**config.mk**
```make
export PLATFORM = sky130hd
export DESIGN_NAME = sleep_wake_ctl
export DESIGN_NICKNAME = d
export VERILOG_FILES = /design/src/rtl/sleep_wake_pkg.sv /design/src/rtl/sw_qphase.sv /design/src/rtl/sw_wake_or.sv /design/src/rtl/sw_ost_timer.sv /design/src/rtl/sleep_wake_ctl.sv
export SDC_FILE = /design/constraint.sdc
export NUM_CORES = 1
export LEC_CHECK = 0
export BUFFER_PORTS_ARGS = -buffer_cell sky130_fd_sc_hd__buf_2
export CORE_MARGIN = 2
export CORE_UTILIZATION = 43
export DETAILED_ROUTE_END_ITERATION = 8
export PLACE_DENSITY_LB_ADDON = 0.2
export SLEW_MARGIN = 20
export SYNTH_ARGS = -nofsm -noshare
export SYNTH_HDL_FRONTEND = slang
export SYNTH_SLANG_ARGS = --single-unit
```
**constraint.sdc**
```tcl
create_clock -name clk -period 1.5 [get_ports clk]
set_clock_uncertainty 0.05 [all_clocks]
set_input_delay 0.15 -clock clk [delete_from_list [all_inputs] [get_ports clk]]
set_output_delay 0.15 -clock clk [all_outputs]
set_load 0.005 [all_outputs]
```
**src/rtl/sleep_wake_pkg.sv**
```systemverilog
package sleep_wake_pkg;

    typedef enum logic [2:0] {
        PW_RUN,
        PW_SLEEP,
        PW_OST,
        PW_POSTWAKE,
        PW_DUMMY
    } pw_state_e;

    localparam logic [1:0] OSC_LP = 2'b00;
    localparam logic [1:0] OSC_XT = 2'b01;
    localparam logic [1:0] OSC_HS = 2'b10;
    localparam logic [1:0] OSC_RC = 2'b11;

    typedef struct packed {
        pw_state_e state;
        logic      to_bit;
        logic      pd_bit;
        logic      wdt_clr;
    } pw_regs_t;

    function automatic logic needs_ost(input logic [1:0] mode);
        case (mode)
            OSC_LP, OSC_XT, OSC_HS: return 1'b1;
            default:                return 1'b0;
        endcase
    endfunction

endpackage

```
**src/rtl/sw_qphase.sv**
```systemverilog
module sw_qphase #(
    parameter  int PHASES = 4,
    localparam int PW     = $clog2(PHASES)
) (
    input  logic          clk,
    input  logic          rst_n,
    input  logic          freeze,
    output logic [PW-1:0] phase,
    output logic          last
);
    logic [PW-1:0] ph_d, ph_q;

    // Phase counter parks at the first phase while the core is stopped.
    always_comb begin
        if (freeze)
            ph_d = '0;
        else if (ph_q == PW'(PHASES - 1))
            ph_d = '0;
        else
            ph_d = ph_q + 1'b1;
    end

    always_ff @(posedge clk or negedge rst_n) begin
        if (!rst_n) ph_q <= '0;
        else        ph_q <= ph_d;
    end

    assign phase = ph_q;
    assign last  = (ph_q == PW'(PHASES - 1));
endmodule

```
**src/rtl/sw_wake_or.sv**
```systemverilog
module sw_wake_or #(
    parameter int N_SRC = 8
) (
    input  logic [N_SRC-1:0] int_en,
    input  logic [N_SRC-1:0] int_flag,
    output logic             wake
);
    logic [N_SRC-1:0] hit;

    for (genvar i = 0; i < N_SRC; i++) begin : g_src
        assign hit[i] = int_en[i] & int_flag[i];
    end

    assign wake = |hit;
endmodule

```
**src/rtl/sw_ost_timer.sv**
```systemverilog
module sw_ost_timer #(
    parameter  int LEN = 1024,
    localparam int CW  = $clog2(LEN)
) (
    input  logic clk,
    input  logic rst_n,
    input  logic clear,
    input  logic run,
    output logic done
);
    logic [CW-1:0] cnt_d, cnt_q;

    always_comb begin
        cnt_d = cnt_q;
        if (clear)
            cnt_d = '0;
        else if (run)
            cnt_d = cnt_q + 1'b1;
    end

    always_ff @(posedge clk or negedge rst_n) begin
        if (!rst_n) cnt_q <= '0;
        else        cnt_q <= cnt_d;
    end

    assign done = run && (cnt_q == CW'(LEN - 1));
endmodule

```
**src/rtl/sleep_wake_ctl.sv**
```systemverilog
module sleep_wake_ctl
    import sleep_wake_pkg::*;
#(
    parameter int                N_SRC    = 8,
    parameter int                ADDR_W   = 13,
    parameter logic [ADDR_W-1:0] VEC_ADDR = 13'h004,
    parameter int                OST_LEN  = 1024,
    parameter int                PHASES   = 4
) (
    input  logic              clk,
    input  logic              rst_n,
    input  logic              sleep_stb,
    input  logic              clrwdt_stb,
    input  logic              wdt_tmo,
    input  logic              gie,
    input  logic [N_SRC-1:0]  int_en,
    input  logic [N_SRC-1:0]  int_flag,
    input  logic [1:0]        osc_mode,
    output logic              core_halt,
    output logic              wdt_clr,
    output logic              to_bit,
    output logic              pd_bit,
    output logic              ost_busy,
    output logic              redirect_vld,
    output logic [ADDR_W-1:0] redirect_addr
);
    localparam int PW = $clog2(PHASES);

    pw_regs_t      r_d, r_q;
    logic [PW-1:0] phase;
    logic          q_last;
    logic          wake;
    logic          ost_done;
    logic          frozen;
    pw_state_e     release_st;

    assign frozen     = (r_q.state == PW_SLEEP) || (r_q.state == PW_OST);
    assign release_st = gie ? PW_POSTWAKE : PW_RUN;

    sw_qphase #(.PHASES(PHASES)) u_qphase (
        .clk    (clk),
        .rst_n  (rst_n),
        .freeze (frozen),
        .phase  (phase),
        .last   (q_last)
    );

    sw_wake_or #(.N_SRC(N_SRC)) u_wake (
        .int_en   (int_en),
        .int_flag (int_flag),
        .wake     (wake)
    );

    sw_ost_timer #(.LEN(OST_LEN)) u_ost (
        .clk   (clk),
        .rst_n (rst_n),
        .clear (r_q.state == PW_SLEEP),
        .run   (r_q.state == PW_OST),
        .done  (ost_done)
    );

    always_comb begin
        r_d         = r_q;
        r_d.wdt_clr = 1'b0;
        if (wdt_tmo)
            r_d.to_bit = 1'b0;
        case (r_q.state)
            PW_RUN: begin
                if (q_last) begin
                    if (sleep_stb) begin
                        // A pending wake source turns the sleep into a no-op.
                        if (!wake) begin
                            r_d.state   = PW_SLEEP;
                            r_d.wdt_clr = 1'b1;
                            r_d.to_bit  = 1'b1;
                            r_d.pd_bit  = 1'b0;
                        end
                    end else if (clrwdt_stb) begin
                        r_d.wdt_clr = 1'b1;
                        r_d.to_bit  = 1'b1;
                        r_d.pd_bit  = 1'b1;
                    end
                end
            end
            PW_SLEEP: begin
                if (wake)
                    r_d.state = needs_ost(osc_mode) ? PW_OST : release_st;
            end
            PW_OST: begin
                if (ost_done)
                    r_d.state = release_st;
            end
            PW_POSTWAKE: begin
                if (q_last)
                    r_d.state = PW_DUMMY;
            end
            PW_DUMMY: begin
                if (q_last)
                    r_d.state = PW_RUN;
            end
            default: r_d.state = PW_RUN;
        endcase
    end

    always_ff @(posedge clk or negedge rst_n) begin
        if (!rst_n) begin
            r_q.state   <= PW_RUN;
            r_q.to_bit  <= 1'b1;
            r_q.pd_bit  <= 1'b1;
            r_q.wdt_clr <= 1'b0;
        end else begin
            r_q <= r_d;
        end
    end

    assign core_halt     = frozen;
    assign wdt_clr       = r_q.wdt_clr;
    assign to_bit        = r_q.to_bit;
    assign pd_bit        = r_q.pd_bit;
    assign ost_busy      = (r_q.state == PW_OST);
    assign redirect_vld  = (r_q.state == PW_DUMMY) && q_last;
    assign redirect_addr = VEC_ADDR;
endmodule

```
==> results.txt, run 1 <==
In this run the critical register-to-register path is launched from r_q[3]. The worst-case vdd ir drop is ~0.82 mV. The static leakage came out at 0.830 nW. Measured along the y axis, the die boundary spans 54.2 um.

The combined buffer and inverter count along the critical path came out at 3. The number of cells on the critical path is 5. The global-route wire length before repair is between 3 and 4 mm. The number of warning messages in the yosys log is 0. The register area share after synthesis came out at 0.418. The minimum period implied by the final worst setup slack is roughly 1600 ps. 43 I/O pins were placed. The sum of overflow across all layers after global routing is 0. The global placement routability congestion came out at about 0.77. The number of register bits inferred by synthesis came out at 18.

The area growth from synthesis to layout is 50.9%. The required time at the endpoint of the critical path is 1300 ps. After filler insertion, the fill cell instance count of the layout stands at 208.

Clock-pin slew was measured on the worst setup and hold paths at around 100 ps. The top fanout value on the critical path came out at 5. The number of nets still failing antenna checks after routing is 0. In the final routed layout, each cell accounts on average for 12.1 um. The total power per unit cell area came out at ~990 nW/um^2. TritonCTS built the clock tree. The critical path in this run is classified as reg2out. The worst setup path is launched from a register. The initial antenna violation count is 0. The longest clock path from root to sink contains 2 buffers. The number of distinct standard cells referenced by the synthesized netlist is 37.

Traced cell by cell, the critical path runs through or3b_4, clkinv_4, nor2_4, inv_2, buf_6. The count of buffers added on input and output ports is 29. The count of mapped cells out of synthesis is 116. The critical path data arrival time came out at 1430 ps. The insertion delay to the later sink of the worst-skew pair is ~300 ps.

The number of failing hold endpoints at the final stage is 0. The worst setup path endpoint is core_halt. The area of the core came out at 2430 um^2. For this design, the slowest cell found on the critical path is sky130_fd_sc_hd__or3b_4. Summed over all layers, the routed wires come to 2.51 mm.

The die boundary width is 54.2 um. For this run, the total global-route usage over all layers was measured as 0.188. The longest individual stage delay on the worst path is 460 ps.

The average cell area after synthesis is 9.33 um^2. Setup violations remaining at the end of the flow were counted as 14. The root cell of the clock tree is sky130_fd_sc_hd__clkbuf_4. The number of buffers created by CTS came out at 3.

The tightest min-delay check is of the in2reg type. The setup slack after layout is -130 ps. The post-synth design cell area came out at 1080 um^2.

The startpoint identified for the worst hold timing path is clrwdt_stb. The setup total negative slack is -682 ps. In this run the worst setup path begins at r_q[3]. The number of maximum-capacitance constraint violations came out at 0.

STA classifies the critical path endpoint as an output pin. After the first detailed-routing iteration, the DRC count stood at 10. The initial core utilization came out at 0.445. Setup repair after global routing could not meet its margin everywhere. The maximum level of the CTS H-tree came out at 1.

The number of global-route vias before repair was 980. The count of standard-cell rows came out at 18. The total chip power is 1.61 mW. After the last flow step, the layout net total stands at roughly 200. The wire-length estimate of the detail-placed layout is 1.76 mm. In the final layout, flip-flops and latches occupy about 450 um^2. The checks that failed: setup timing. The reg2reg setup slack came out at -110 ps.

Entering global routing, the biggest net connects 19 pins. The multi-input combinational cell area is 636 um^2. The number of diodes is 0.

The DRC violation count after routing is 0. The area enclosed by the die boundary came out at 2930 um^2. The post-place setup slack came out at -26.5 ps. The number of vias in the routed layout came out at ~1000. The flow ran to the end, but the final reports show violations.

The first TritonRoute pass finished after 3 iterations. In the final layout, the share of cells above drive strength 1 is 0.483. In this design, the largest share of critical-path delay is due to simple AND/OR/NAND/NOR gates. The capture point of the worst reg-to-reg path is u_qphase.phase[0]. CTS saw 18 sinks. The timing-limited maximum frequency came out at 614 MHz. The standard cell area after detailed placement came out at 1360 um^2. In the finished design, the share of the clock period the worst path needs comes to 1.09. The depth of the worst register-to-register path came out at 9. The via count normalized by instance count is between 4 and 5.

The number of pins exceeding their max-slew limit in the final report came out at 0. The area of all placed cells without fillers is 1630 um^2.
-- how the worst min path moves through the flow --
stage | end | slack [ps] | cells past startpoint
2_1_floorplan | r_q[3] | -200 | 0
3_3_place_gp | u_ost.cnt_q[4] | 40 | 1
3_5_place_dp | u_ost.cnt_q[4] | 50 | 1
4_1_cts | wdt_clr | 90 | 3
5_1_grt | pd_bit | 90 | 3
6_report | pd_bit | 80 | 3
-- kinds of logic after synthesis --
kind of cell | Yosys count | synth area share
simple gates | 45 | 0.235
buf+inv | 21 | 0.120
flops | 18 | 0.418
compound gates | 17 | 0.103
xor+xnor | 8 | 0.0647
mux | 3 | 0.0289
fa+ha+maj | 2 | 0.0231
other cells | 2 | 0.00694
-- stage by stage --
stage	util	cells	hold slack, ps
floorplan	-	127	-196
global placement	0.559	190	42.2
detailed placement	0.559	190	50.3
CTS	0.623	201	86.7
global route	0.671	208	87.2
finish	0.671	208	81.4
-- cell type report --
class	instances	area share
clock buffers	4	0.0161
inverters	5	0.0146
multi-input cells	88	0.389
flip-flops and latches	18	0.277
well taps	30	0.0230
repair buffers	63	0.280
-- layer usage --
metal,GRT usage,part of all wire
met1,0.210,0.40
met2,0.353,0.54
met3,0.0250,0.051
met4,0.0750,0.012
met5,0,0
-- report_power, final --
group	internal (mW)	switching, mW
logic	0.403	0.296
clock network	0.104	0.155
registers	0.589	0.0663
total	1.10	0.516
-- synth_stat cells --
master,instances,area share
sky130_fd_sc_hd__nand3_1,3,0.014
sky130_fd_sc_hd__a22oi_1,4,0.028
sky130_fd_sc_hd__nand2_2,1,0.0058
sky130_fd_sc_hd__conb_1,2,0.0069
sky130_fd_sc_hd__nor2_1,12,0.042
sky130_fd_sc_hd__nor3_1,2,0.0092
sky130_fd_sc_hd__a221oi_1,1,0.0081
sky130_fd_sc_hd__clkbuf_1,2,0.0069
sky130_fd_sc_hd__a21oi_1,2,0.0092
sky130_fd_sc_hd__nor3_2,3,0.028
sky130_fd_sc_hd__and2_1,1,0.0058
sky130_fd_sc_hd__nor3b_1,1,0.0069
sky130_fd_sc_hd__buf_2,1,0.0046
sky130_fd_sc_hd__or3b_4,1,0.010
sky130_fd_sc_hd__xnor2_1,4,0.032
sky130_fd_sc_hd__nor4_2,1,0.012
sky130_fd_sc_hd__o22ai_1,3,0.017
sky130_fd_sc_hd__inv_1,4,0.014
sky130_fd_sc_hd__dfrtp_1,16,0.37
sky130_fd_sc_hd__nand3b_1,2,0.014
sky130_fd_sc_hd__o31a_1,1,0.0081
sky130_fd_sc_hd__clkinv_2,1,0.0046
sky130_fd_sc_hd__buf_4,13,0.090
sky130_fd_sc_hd__nor4b_1,1,0.0081
sky130_fd_sc_hd__dfstp_2,2,0.049
sky130_fd_sc_hd__a22o_1,1,0.0081
sky130_fd_sc_hd__nor2b_1,2,0.012
sky130_fd_sc_hd__xor2_1,4,0.032
sky130_fd_sc_hd__nand2_1,9,0.031
sky130_fd_sc_hd__ha_1,2,0.023
sky130_fd_sc_hd__a31oi_1,1,0.0058
sky130_fd_sc_hd__and4_1,1,0.0081
sky130_fd_sc_hd__mux2i_1,2,0.018
sky130_fd_sc_hd__nand4_1,3,0.017
sky130_fd_sc_hd__mux2_2,1,0.010
sky130_fd_sc_hd__o21ai_0,4,0.018
sky130_fd_sc_hd__and3_1,2,0.012
-- layout by cell type (no fill, tap or decap), types with 4 or more instances in the layout --
master	count
sky130_fd_sc_hd__conb_1	13
sky130_fd_sc_hd__buf_6	11
sky130_fd_sc_hd__buf_2	26
sky130_fd_sc_hd__dfrtp_1	16
sky130_fd_sc_hd__a22oi_1	4
sky130_fd_sc_hd__nor2_1	10
sky130_fd_sc_hd__xor2_1	4
sky130_fd_sc_hd__buf_4	23
sky130_fd_sc_hd__nand2_1	9
-- registers in the layout, indices dropped and copies added, names as in the netlist --
register        count
u_ost.cnt_q        10
pd_bit              1
to_bit              1
r_q                 3
u_qphase.phase      2
wdt_clr             1
-- tightest hold or removal path, cell delays in order --
cell and delay (ps):
sky130_fd_sc_hd__buf_2 100, sky130_fd_sc_hd__a21oi_1 110, sky130_fd_sc_hd__o21ai_1 70
-- timing repair --
action | CTS | global route
endpoints found under the setup margin | 12 | 15
pin swaps | 3 | 8
gates resized for setup | 17 | 15
buffers inserted | 4 | 8
hold buffers | 3 | 0
endpoints found under the hold margin | 18 | 0
Note: power is estimated with default switching activity, not from simulation.
==> run 2: changes to the inputs <==
Settings changed: CORE_UTILIZATION 43 to 47.
Clock period 1.5 ns to 1.7 ns, I/O delays scaled along.
==> run 2 against run 1 <==
The run now ends clean. Worst setup slack improved by 160 ps. Design area shrank 19%. Via count fell by 11%. Critical path type unchanged. First-iteration DRC count down 40%. Highest routed layer unchanged. Total power is 27% lower. Global-route usage decreased by 0.54 points. Clock-buffer cell count is the same.
==> results.txt, run 2 (synthesis results as in run 1) <==
The setup total negative slack came out at 0 ps. The library cell used most frequently in the layout, excluding fill and tap cells, is sky130_fd_sc_hd__buf_2. The reg2reg setup slack came out at 70 ps.

The number of pins exceeding their max-slew limit in the final report is 0. The maximum root-to-sink buffer count is 2. The sum of overflow across all layers after global routing came out at 0.

The number of nets still failing antenna checks after routing is 0. The global placement routability congestion came out at 0.756. The number of top-level pins is 43.

The area enclosed by the die boundary is 2700 um^2. In this run the worst setup path begins at r_q[3]. The DRC violation count after routing is 0. The area added between synthesis and finish came out at 22.8%. The critical path ends at core_halt.

The flow ran to the end, and the final reports show no timing, DRC or antenna violations. The worst register-to-register path ends at r_q[4]. In this run the worst hold path is classified as in2reg. The worst register-to-register path begins at r_q[5]. Dividing the final minimum period by the clock period gives 0.981. Setup repair after global routing could not meet its margin everywhere. The count of standard-cell rows is 17. For the worst setup path, the data required time is 1480 ps. Clock tree synthesis inserted a total of 3 buffers. The initial antenna violation count came to 0. The number of global-route vias before repair is about 900. The insertion delay to the later sink of the worst-skew pair came out at about 290 ps. The number of vias in the routed layout is slightly below 900. The total global-route track usage came out at 0.183. The element type at the critical path start is a register. The die boundary width came out at 52.0 um. The library cells used most frequently in the layout, excluding fill and tap cells, are sky130_fd_sc_hd__buf_2 (29), sky130_fd_sc_hd__dfrtp_1 (16), sky130_fd_sc_hd__conb_1 (13). In the final layout, the share of cells above drive strength 1 is 0.344. The utilization of the core after routing came out at 0.607. The total routed wirelength came out at 2.16 mm. The vertical extent of the die is about 52 um. In the final routed layout, each cell accounts on average for 11.9 um. 0 antenna diodes ended up in the layout. The number of maximum-capacitance constraint violations came out at 0. The number of failing hold endpoints at the final stage is 0.

In this run the number of H-tree levels came out at 1. The setup path with the least slack is of type reg2out. The total chip power is 1.18 mW. The area of the core is 2190 um^2. The flip-flop count of the largest register after layout came out at 10. The element type at the critical path end is an output pin.

The critical path data arrival time is ~1500 ps. TritonCTS built the clock tree. The final setup violation count is 0. The clock-pin slew on the worst setup and hold paths is 100 ps.

u_ost.cnt_q holds more flip-flops than any other register. The timing-limited maximum frequency is roughly 600 MHz. The minimum period implied by the final worst setup slack is 1670 ps. The via count normalized by instance count is 4.90. The root cell of the clock tree is sky130_fd_sc_hd__clkbuf_4. The worst register-to-register path has a depth of 6. For this design the static power due to leakage is 0.665 nW. The total power per unit cell area is 889 nW/um^2. Across the VDD grid, the largest voltage drop is around 0.53 mV. The first TritonRoute pass finished after 4 iterations. The total number of nets in the final design came out at 181.

The detailed router finished its first iteration with 6 violations. The top fanout value on the critical path is 6. The clock net in this run drives a total of 18 sinks. Entering global routing, the biggest net connects 19 pins. Input and output buffers added on the ports amount to 29. The setup slack after layout came out at 32.8 ps.

Before CTS, the worst setup slack after placement is 105 ps. The initial core utilization came out at 0.494. The post-DP HPWL is 1.66 mm. The first global-routing pass estimated 3.67 mm of wire.
## run 2: cell types whose count changed in the layout (fill, tap and decap cells not counted), moves of 2 or more
cell                      change
sky130_fd_sc_hd__buf_4       -15
sky130_fd_sc_hd__buf_6       -11
sky130_fd_sc_hd__buf_2        +3
sky130_fd_sc_hd__nor3_4       -2
sky130_fd_sc_hd__o21ai_0      +2
## run 2: final cells by class
type                    count  area (um^2)
fillers                   204          862
multi-input cells          88          566
flip-flops and latches     18          453
repair buffers             39          225
well taps                  28         35.0
clock buffers               4         26.3
inverters                   5         23.8
## run 2: repair_timing
item                                    CTS  global route
resized for setup                         3             3
hold buffers                              2             0
setup buffers                             2             0
endpoints found under the setup margin    1             5
cloned                                    0             0
endpoints found under the hold margin    17             0
## run 2: through the flow
step	cell area, um^2	std cells	hold WS [ps]
floorplan	1120	127	-176
global placement	1240	174	67.2
detailed placement	1240	174	71.8
CTS	1310	182	18.0
global route	1330	182	26.9
finish	1330	182	24.2
## run 2: routing by layer
| layer | up-vias | track usage | part of all wire | wire length [um] |
|---|---|---|---|---|
| met2 | 20 | 0.350 | 0.54 | 1170 |
| met1 | 417 | 0.195 | 0.42 | 909 |
| met5 | - | 0 | 0 | 0 |
| li1 | 452 | - | - | - |
| met3 | 2 | 0.0345 | 0.033 | 71 |
| met4 | 0 | 0.0658 | 0.0060 | 13 |
## run 2: worst min-delay path by stage
stage / start / endpoint / slack (ps) / cells after the start
6_report: sleep_stb / pd_bit / 20 / 2
3_3_place_gp: rst_n / u_ost.cnt_q[6] / 70 / 1
4_1_cts: sleep_stb / pd_bit / 20 / 2
2_1_floorplan: rst_n / r_q[3] / -180 / 0
3_5_place_dp: rst_n / u_ost.cnt_q[6] / 70 / 1
5_1_grt: sleep_stb / pd_bit / 30 / 2
## run 2: report_power, final
| part | leakage [nW] | internal (mW) | switching [mW] |
|---|---|---|---|
| logic | 0.415 | 0.187 | 0.187 |
| clock network | 0.0150 | 0.0912 | 0.128 |
| registers | 0.235 | 0.520 | 0.0693 |
| total | 0.665 | 0.798 | 0.384 |
## run 2: critical path, cell delays in order, from the launching register on
cell	delay, ps
sky130_fd_sc_hd__dfrtp_1	390
sky130_fd_sc_hd__or3b_4	450
sky130_fd_sc_hd__clkinv_4	100
sky130_fd_sc_hd__nor2_4	50
sky130_fd_sc_hd__inv_1	70
sky130_fd_sc_hd__buf_2	110
